`config.mk`:
```
export PLATFORM = sky130hd
export DESIGN_NAME = cursor_arm_bank
export DESIGN_NICKNAME = d
export VERILOG_FILES = /design/src/rtl/cursor_arm_pkg.sv /design/src/rtl/cursor_arm_ctrl.sv /design/src/rtl/cursor_reg_stage.sv /design/src/rtl/cursor_pos_decode.sv /design/src/rtl/cursor_arm_bank.sv
export SDC_FILE = /design/constraint.sdc
export NUM_CORES = 1
export LEC_CHECK = 0
export ABC_AREA = 1
export ABC_CLOCK_PERIOD_IN_PS = 1400
export BUFFER_PORTS_ARGS = -buffer_cell sky130_fd_sc_hd__clkbuf_2
export CORE_ASPECT_RATIO = 1.1
export CORE_MARGIN = 2
export CORE_UTILIZATION = 49
export DETAILED_ROUTE_END_ITERATION = 8
export MAX_ROUTING_LAYER = met4
export PLACE_DENSITY = 0.77
export SLEW_MARGIN = 20
export SYNTH_ARGS = -nofsm -noshare
export SYNTH_HDL_FRONTEND = slang
export SYNTH_HIERARCHICAL = 1
export SYNTH_SLANG_ARGS = --single-unit
export TNS_END_PERCENT = 10
```
`constraint.sdc`:
```
create_clock -name clk -period 1.4 [get_ports clk]
set_clock_uncertainty 0.15 [all_clocks]
set_input_delay 0.07 -clock clk [delete_from_list [all_inputs] [get_ports clk]]
set_output_delay 0.07 -clock clk [all_outputs]
set_load 0.02 [all_outputs]
```
`src/rtl/cursor_arm_pkg.sv`:
```
package cursor_arm_pkg;
  localparam int NREG = 4;
  localparam int CTRL_EN_BIT = 0;

  typedef enum logic [1:0] {
    REG_CTRL = 2'd0,
    REG_POS  = 2'd1,
    REG_BASE = 2'd2,
    REG_HOVR = 2'd3
  } cur_reg_e;

  typedef enum logic [1:0] {
    MODE_STD    = 2'd0,
    MODE_POSARM = 2'd1,
    MODE_LEGACY = 2'd2,
    MODE_RSVD   = 2'd3
  } cur_mode_e;
endpackage

```
`src/rtl/cursor_arm_ctrl.sv`:
```
module cursor_arm_ctrl
  import cursor_arm_pkg::*;
(
  input  logic       clk,
  input  logic       rst,
  input  logic [1:0] mode_sel,
  input  logic       wr_en,
  input  logic [1:0] wr_addr,
  input  logic       wr_en_bit,
  input  logic       act_en,
  input  logic       pend_en,
  input  logic       vblank,
  output logic       accept,
  output logic       armed,
  output logic       arm_full,
  output logic       xfer_full,
  output logic       xfer_pos
);
  logic legacy, posarm;
  logic armed_n, full_n;
  logic ctrl_since_q, ctrl_since_n;

  assign legacy = (mode_sel == MODE_LEGACY);
  assign posarm = (mode_sel == MODE_POSARM);

  // legacy mode refuses base and size changes while the cursor is enabled
  assign accept = wr_en && !(legacy && pend_en &&
                  (wr_addr == REG_BASE || wr_addr == REG_HOVR));

  assign xfer_full = vblank && armed && arm_full;
  assign xfer_pos  = vblank && armed && !arm_full;

  always_comb begin
    armed_n      = vblank ? 1'b0 : armed;
    full_n       = arm_full;
    ctrl_since_n = ctrl_since_q;
    if (accept) begin
      if (legacy) begin
        armed_n = 1'b1;
        full_n  = 1'b1;
      end else begin
        unique case (wr_addr)
          REG_BASE: begin
            armed_n      = 1'b1;
            full_n       = 1'b1;
            ctrl_since_n = 1'b0;
          end
          REG_CTRL: begin
            if (wr_en_bit && !act_en) begin
              armed_n      = 1'b1;
              full_n       = 1'b1;
              ctrl_since_n = 1'b0;
            end else begin
              armed_n      = 1'b0;
              ctrl_since_n = 1'b1;
            end
          end
          REG_POS: begin
            if (posarm && !ctrl_since_q) begin
              armed_n = 1'b1;
              full_n  = 1'b0;
            end else begin
              armed_n = 1'b0;
            end
          end
          default: armed_n = 1'b0;
        endcase
      end
    end
  end

  always_ff @(posedge clk) begin
    if (rst) begin
      armed        <= 1'b0;
      arm_full     <= 1'b1;
      ctrl_since_q <= 1'b0;
    end else begin
      armed        <= armed_n;
      arm_full     <= full_n;
      ctrl_since_q <= ctrl_since_n;
    end
  end

  p_vblank_clears_r3: assert property (@(posedge clk) disable iff (rst)
    (vblank && !wr_en) |=> !armed);
  p_base_arms_r4: assert property (@(posedge clk) disable iff (rst)
    (wr_en && wr_addr == REG_BASE && mode_sel != MODE_LEGACY) |=> (armed && arm_full));
  p_hovr_cancels_r6: assert property (@(posedge clk) disable iff (rst)
    (wr_en && wr_addr == REG_HOVR && mode_sel != MODE_LEGACY) |=> !armed);
  p_legacy_arms_r9: assert property (@(posedge clk) disable iff (rst)
    (accept && legacy) |=> (armed && arm_full));
endmodule

```
`src/rtl/cursor_reg_stage.sv`:
```
module cursor_reg_stage
  import cursor_arm_pkg::*;
#(
  parameter int DATA_W = 32,
  parameter int NR     = NREG,
  localparam int AW    = $clog2(NR)
) (
  input  logic                       clk,
  input  logic                       rst,
  input  logic                       wr_acc,
  input  logic [AW-1:0]              wr_addr,
  input  logic [DATA_W-1:0]          wr_data,
  input  logic                       xfer_full,
  input  logic                       xfer_pos,
  input  logic                       rd_en,
  input  logic [AW-1:0]              rd_addr,
  output logic [DATA_W-1:0]          rd_data,
  output logic [NR-1:0][DATA_W-1:0]  pend_o,
  output logic [NR-1:0][DATA_W-1:0]  act_o
);
  for (genvar g = 0; g < NR; g++) begin : g_reg
    localparam logic IS_POS = (g == int'(REG_POS));
    always_ff @(posedge clk) begin
      if (rst) pend_o[g] <= '0;
      else if (wr_acc && wr_addr == AW'(g)) pend_o[g] <= wr_data;
    end
    always_ff @(posedge clk) begin
      if (rst) act_o[g] <= '0;
      else if (xfer_full || (xfer_pos && IS_POS)) act_o[g] <= pend_o[g];
    end
  end

  always_ff @(posedge clk) begin
    if (rst) rd_data <= '0;
    else if (rd_en) rd_data <= pend_o[rd_addr];
  end
endmodule

```
`src/rtl/cursor_pos_decode.sv`:
```
module cursor_pos_decode #(
  parameter int DATA_W = 32,
  parameter int POS_W  = 12,
  localparam int HALF  = DATA_W / 2
) (
  input  logic [DATA_W-1:0]      pos_word,
  output logic signed [POS_W:0]  x,
  output logic signed [POS_W:0]  y
);
  logic signed [POS_W:0] xm, ym;
  assign xm = $signed({1'b0, pos_word[POS_W-1:0]});
  assign ym = $signed({1'b0, pos_word[HALF+POS_W-1:HALF]});
  assign x  = pos_word[HALF-1]   ? -xm : xm;
  assign y  = pos_word[DATA_W-1] ? -ym : ym;
endmodule

```
`src/rtl/cursor_arm_bank.sv`:
```
module cursor_arm_bank
  import cursor_arm_pkg::*;
#(
  parameter int DATA_W = 32,
  parameter int POS_W  = 12,
  parameter int HGT_W  = 8
) (
  input  logic                     clk,
  input  logic                     rst,
  input  logic [1:0]               mode_sel,
  input  logic                     wr_en,
  input  logic [1:0]               wr_addr,
  input  logic [DATA_W-1:0]        wr_data,
  input  logic                     rd_en,
  input  logic [1:0]               rd_addr,
  output logic [DATA_W-1:0]        rd_data,
  input  logic                     vblank,
  output logic                     armed,
  output logic                     act_enable,
  output logic [DATA_W-1:0]        act_ctrl,
  output logic [DATA_W-1:0]        act_base,
  output logic [DATA_W-1:0]        act_pos,
  output logic signed [POS_W:0]    act_x,
  output logic signed [POS_W:0]    act_y,
  output logic [DATA_W-1:0]        act_hovr,
  output logic                     act_hovr_en,
  output logic [HGT_W-1:0]         act_height_m1
);
  localparam int HOVR_EN_BIT = DATA_W - 1;

  logic accept, arm_full, xfer_full, xfer_pos;
  logic [NREG-1:0][DATA_W-1:0] pend, act;

  cursor_arm_ctrl u_ctrl (
    .clk       (clk),
    .rst       (rst),
    .mode_sel  (mode_sel),
    .wr_en     (wr_en),
    .wr_addr   (wr_addr),
    .wr_en_bit (wr_data[CTRL_EN_BIT]),
    .act_en    (act[REG_CTRL][CTRL_EN_BIT]),
    .pend_en   (pend[REG_CTRL][CTRL_EN_BIT]),
    .vblank    (vblank),
    .accept    (accept),
    .armed     (armed),
    .arm_full  (arm_full),
    .xfer_full (xfer_full),
    .xfer_pos  (xfer_pos)
  );

  cursor_reg_stage #(.DATA_W(DATA_W), .NR(NREG)) u_regs (
    .clk       (clk),
    .rst       (rst),
    .wr_acc    (accept),
    .wr_addr   (wr_addr),
    .wr_data   (wr_data),
    .xfer_full (xfer_full),
    .xfer_pos  (xfer_pos),
    .rd_en     (rd_en),
    .rd_addr   (rd_addr),
    .rd_data   (rd_data),
    .pend_o    (pend),
    .act_o     (act)
  );

  cursor_pos_decode #(.DATA_W(DATA_W), .POS_W(POS_W)) u_pos (
    .pos_word (act[REG_POS]),
    .x        (act_x),
    .y        (act_y)
  );

  assign act_ctrl      = act[REG_CTRL];
  assign act_enable    = act[REG_CTRL][CTRL_EN_BIT];
  assign act_base      = act[REG_BASE];
  assign act_pos       = act[REG_POS];
  assign act_hovr      = act[REG_HOVR];
  assign act_hovr_en   = act[REG_HOVR][HOVR_EN_BIT];
  assign act_height_m1 = act[REG_HOVR][HGT_W-1:0];

  p_active_hold_r3: assert property (@(posedge clk) disable iff (rst)
    !(vblank && armed) |=> ($stable(act_base) && $stable(act_pos) &&
                             $stable(act_ctrl) && $stable(act_hovr)));
  p_pos_only_keeps_base_r7: assert property (@(posedge clk) disable iff (rst)
    (vblank && armed && !arm_full) |=> ($stable(act_base) && $stable(act_ctrl)));
  p_legacy_drop_r9: assert property (@(posedge clk) disable iff (rst)
    (wr_en && mode_sel == MODE_LEGACY && pend[REG_CTRL][CTRL_EN_BIT] &&
     wr_addr == REG_BASE) |=> $stable(pend[REG_BASE]));
  p_full_copy_r4: assert property (@(posedge clk) disable iff (rst)
    (vblank && armed && arm_full) |=> (act_base == $past(pend[REG_BASE])));
endmodule

```
== After elaboration in Yosys (flattened, before gate mapping) ==
Index checks and enable logic that the tools add are counted.

* Register bits: 291
* Output and inout bits: 197
* Logic and storage cells: 63

* Add/sub/neg operators: 2
* Magnitude comparators: 1
* Eq/ne operators: 7
* Multiplexer cells: 16
* Bitwise logic cells: 1
* Reductions and logical operators: 24

{| class="wikitable"
|+ Operator list
! kind !! count
|-
| $bmux W32 S2 || 1
|-
| $mux W32 || 1
|-
| $mux W13 || 2
|-
| $neg A12 Y13 || 2
|-
| $logic_and A1 B1 Y1 || 12
|-
| $mux W1 || 9
|-
| $eq A2 B2 Y1 const B || 3
|-
| $ne A3 B1 Y1 const B || 2
|-
| $pmux W1 S3 || 2
|-
| $eq A2 B1 Y1 const B || 2
|-
| $logic_not A1 Y1 || 4
|-
| $reduce_and A4 Y1 || 1
|-
| $reduce_bool A2 Y1 || 2
|-
| $reduce_bool A4 Y1 || 1
|-
| $lt A2 B3 Y1 const B || 1
|-
| $reduce_and A3 Y1 || 1
|-
| $logic_not A2 Y1 || 1
|-
| $logic_or A1 B1 Y1 || 2
|-
| $pmux W1 S2 || 1
|-
| $not A1 Y1 || 1
|}

== Longest topological paths before layout ==
* Depth in word-level cells: 6
* Depth in mapped cells: 10
* Mapped depth without buffers: 9

== Hierarchy ==
Netlist, hierarchy kept.

{| class="wikitable"
|+ By module, submodules not included
! module !! instances !! cells an instance !! area an instance (sq um) !! sequential area each (sq um)
|-
| cursor_reg_stage || 1 || 1436 || 10741.6 || 5765.5
|-
| cursor_pos_decode || 1 || 130 || 649.4 || 0.0
|-
| cursor_arm_ctrl || 1 || 44 || 261.5 || 60.1
|-
| cursor_arm_bank || 1 || 10 || 75.1 || 0.0
|}

== Worst setup path after synthesis ==
OpenSTA, ideal clock, no wires.

* Path kind: register to output
* Start point: register u_regs/act_o[48] (netlist name)
* End point: output act_y[6]
* Arrival: 1.401 ns
* Required time: 1.180 ns
* Setup slack: -0.221 ns
* Stages on the path, launching flop included: 8
* Cell sequence: dfxtp_1 > inv_1 > ha_1 > inv_1 > nor2_1 > nand3_1 > nand2_1 > xor2_1

* Longest elaborated chain between the ends: 2

{| class="wikitable"
|+ Ends and longest elaborated chain
! item !! RTL line !! text
|-
| start, declared || cursor_reg_stage.sv:19 || <nowiki>output logic [NR-1:0][DATA_W-1:0] act_o</nowiki>
|-
| start signal, assigned by index || cursor_reg_stage.sv:29 || <nowiki>else if (xfer_full || (xfer_pos && IS_POS)) act_o[g] <= pend_o[g];</nowiki>
|-
| $neg A12 Y13 || cursor_pos_decode.sv:14 || <nowiki>assign y = pos_word[DATA_W-1] ? -ym : ym;</nowiki>
|-
| $mux W13 || cursor_pos_decode.sv:14 ||
|-
| end, declared || cursor_arm_bank.sv:24 || <nowiki>output logic signed [POS_W:0] act_y,</nowiki>
|}

No other way between the ends.

== Final worst setup path ==
* Start point: register u_regs/act_o[49] (netlist name)
* End point: output act_y[10]

The elaborated chain is that of the path after synthesis.

==> flow_metrics.py <==
metrics = {
    "synth": {
        "yosys-mux-area-fraction_pct": 0,
        "synthAdderAreaFrac_pct": 0.213,
        "synth-seq-area-share_pct": 49.7,
        "synth_ff_type": "dfxtp_1",
        "synth_top_family_by_area": "simple AND/OR/NAND/NOR gates",
        "postSynth.asyncResetShare_pct": 0,
        "synth_top_area_share_pct": 49.7,
        "synthSimpleGateAreaFrac_pct": 24.9,
        "synth_compound_gate_area_share_pct": 17.0,
        "yosys.cell_count.top_type": "nor2_1",
        "avgSynthCellArea_um2": 7.24,
        "syn_area_um2": 11700,
        "synthTopCellsByArea": "dfxtp_1, nor2_1, o21ai_0",
        "synth-edff-count": 0,
        "synthesis.nets": 1665,
        "ys_seq_elements": 291,
        "synth_top_cell_by_area": "dfxtp_1",
        "synthCells": 1620,
        "yosys-top-cells-count": "nor2_1, dfxtp_1, o21ai_0, nand2_1, a21oi_1",
        "ys.warnings.count": 6,
        "synth_cell_types": 28,
        "synth-xor-area-share_pct": 0.896,
    },
    "placement": {
        "hpwl_mm": 24.4,
        "post-place-cells": 2112,
        "pre_cts_slack_ps": -117,
        "place.gp.congestion": 0.938,
        "portBuffers": 239,
    },
    "cts": {
        "cts_tree": "yes",
        "hold_buffers": 40,
        "numCtsBuffers": 27,
        "root_buffer": "clkbuf_16",
        "clock_latency_ps": 530,
        "cts_htree_levels": 1,
        "clock_sinks": 291,
        "cts_buffer_depth": 3,
        "clk_pin_slew_ps": 70,
    },
    "final_layout": {
        "post-route-util_pct": 67.0,
        "drive_above_1_share_pct": 27.5,
        "final_cells": 2218,
        "syn_to_final_growth_pct": 35.0,
        "fillers": 1975,
        "nNetsFinal": 1936,
    },
    "routing": {
        "vias_per_cell": 5.38,
        "drc": 0,
        "wl_per_cell_um": 16.8,
        "num_vias": 11900,
        "wirelength_mm": 37.3,
        "initialDrtViolationCount": 1262,
        "first_pass_iters": 5,
        "final_antenna_net_count": 0,
    },
    "timing": {
        "fin_crit_sh_pct": 138,
        "relSlewSlack_pct": 73.4,
        "worst_slack_ps": -534,
        "max_freq_mhz": 517,
        "drv_slew": 0,
        "tightest_slew_ps": 395,
        "fin_crit_ps": 1930,
        "hold_viol": 0,
        "whs_ps": 61.2,
        "finalSetupViolations": 199,
        "rsz0062_at_grt": "true",
    },
    "setup_path": {
        "required_ps": 1180,
        "timing.rr.start": "u_regs/pend_o[0]",
        "regToRegSetupSlack_ps": -160,
        "cp-start-kind": "flop",
        "crit_type": "reg -> out",
        "worst_r2r_path_depth": 8,
        "regToRegEndpoint": "u_regs/pend_o[80]",
        "end_kind": "primary output",
        "worstPathArrival_ps": 1710,
        "cp_max_fo": 3,
    },
    "die": {
        "rows": 59,
        "dieArea_um2": 25200,
        "start_util_pct": 49.6,
        "num_io_pins": 240,
        "core_area_um2": 23600,
        "die-height_um": 166,
        "die_x_um": 152,
    },
    "grt": {
        "grt_pass1_vias": 10900,
        "grt.total_usage_pct": 29.0,
        "grt_pass1_wl_mm": 57.0,
        "grt_overflow": 0,
        "grt_start_max_net_pins": 65,
        "antenna_found_initial": 2,
    },
    "run_status": {
        "run_status": "complete, but fails checks",
        "violations": "negative setup slack",
    },
    "worst_hold_path": {
        "worstHoldPathCells": 6,
        "min_from": "rd_addr[0]",
        "worstHoldPathType": "in -> reg",
        "hold_end": "u_regs/rd_data[5]",
    },
    "power": {
        "p_leak_nw": 7.24,
        "p_total_mw": 19.5,
        "p_per_area_nw_per_um2": 1230,
        "ir_worst_vdd_mv": 1.07,
    },
    "flow_run": {
        "maxCapViolations": 0,
    },
}
==> routing by layer <==
metal	vias to the layer above	share of wire, %	global-route usage, %	wire [um]
li1	5780	-	-	-
met1	5508	43	39.0	16000
met2	531	46	43.8	17100
met3	114	7.6	4.67	2840
met4	0	3.9	11.0	1470
met5	-	0	-	0
==> report_power, final <==
part	total [mW]	switching, mW	internal, mW
Sequential	9.10	0.359	8.74
Clock	7.23	3.07	4.16
Combinational	3.17	1.94	1.22
==> cells by family after synthesis <==
group,count (synthesis)
compound gates,394
xor+xnor,12
fa+ha+maj,2
buf+inv,198
flops,291
simple gates,723
==> state kept, by name (all words and copies together) (netlist names) <==
register / cells
u_regs/act_o: 128
u_regs/pend_o: 128
u_regs/rd_data: 32
u_ctrl/arm_full: 1
u_ctrl/armed: 1
u_ctrl/ctrl_since_q: 1
==> how the worst max path moves through the flow <==
stage	start	to	cells after the start
6_report	u_regs/act_o[49]	act_y[10]	10
3_3_place_gp	u_regs/act_o[48]	act_y[10]	10
5_1_grt	u_regs/act_o[48]	act_y[10]	10
2_1_floorplan	u_regs/act_o[48]	act_y[10]	9
4_1_cts	u_regs/act_o[49]	act_y[10]	10
3_5_place_dp	u_regs/act_o[48]	act_y[10]	9
==> through the flow <==
step,cell area (um^2),TNS (ps)
floorplan,11800,-1560
global placement,13600,-1890
detailed placement,13600,-6410
CTS,15300,-19360
global route,15800,-35520
finish,15800,-20050
==> area by class of cell <==
class	instances	area, um^2	share of cell area (%)
antenna	2	5.00	0.0316
clock buffer	43	816	5.15
clock inverter	6	57.6	0.364
inverter	76	305	1.93
multi-input combinational	1131	5470	34.6
sequential	291	5880	37.1
tap	305	382	2.41
timing repair buffer	364	2910	18.4
==> worst max-delay path, cell delays in order, from the launching register on <==
cell,delay [ps]
dfxtp_2,320
inv_2,80
ha_4,150
inv_4,40
nor2_4,90
nand3_2,100
nand2_4,110
nand2_2,50
nand2_1,50
nand2_1,50
clkbuf_8,150
==> placed cells by master (no fill, tap or decap), types with 23 or more instances in the layout <==
master	instances
dfxtp_1	267
buf_6	24
nor2_2	64
o21ai_0	210
nor2_1	335
buf_12	23
inv_1	60
buf_4	46
o21ai_1	73
clkbuf_16	31
nand2_1	206
a21oi_1	97
dlygate4sd3_1	40
nand3_1	78
clkbuf_2	204
clkbuf_8	23
==> repair_timing <==
action / CTS / global route
pin swaps: 25 / 26
buffers inserted: 4 / 7
hold endpoints to repair: 177 / 1
endpoints found under the setup margin: 266 / 301
gates resized for setup: 121 / 191
cloned: 0 / 4
Note: power is estimated with default switching activity, not from simulation.
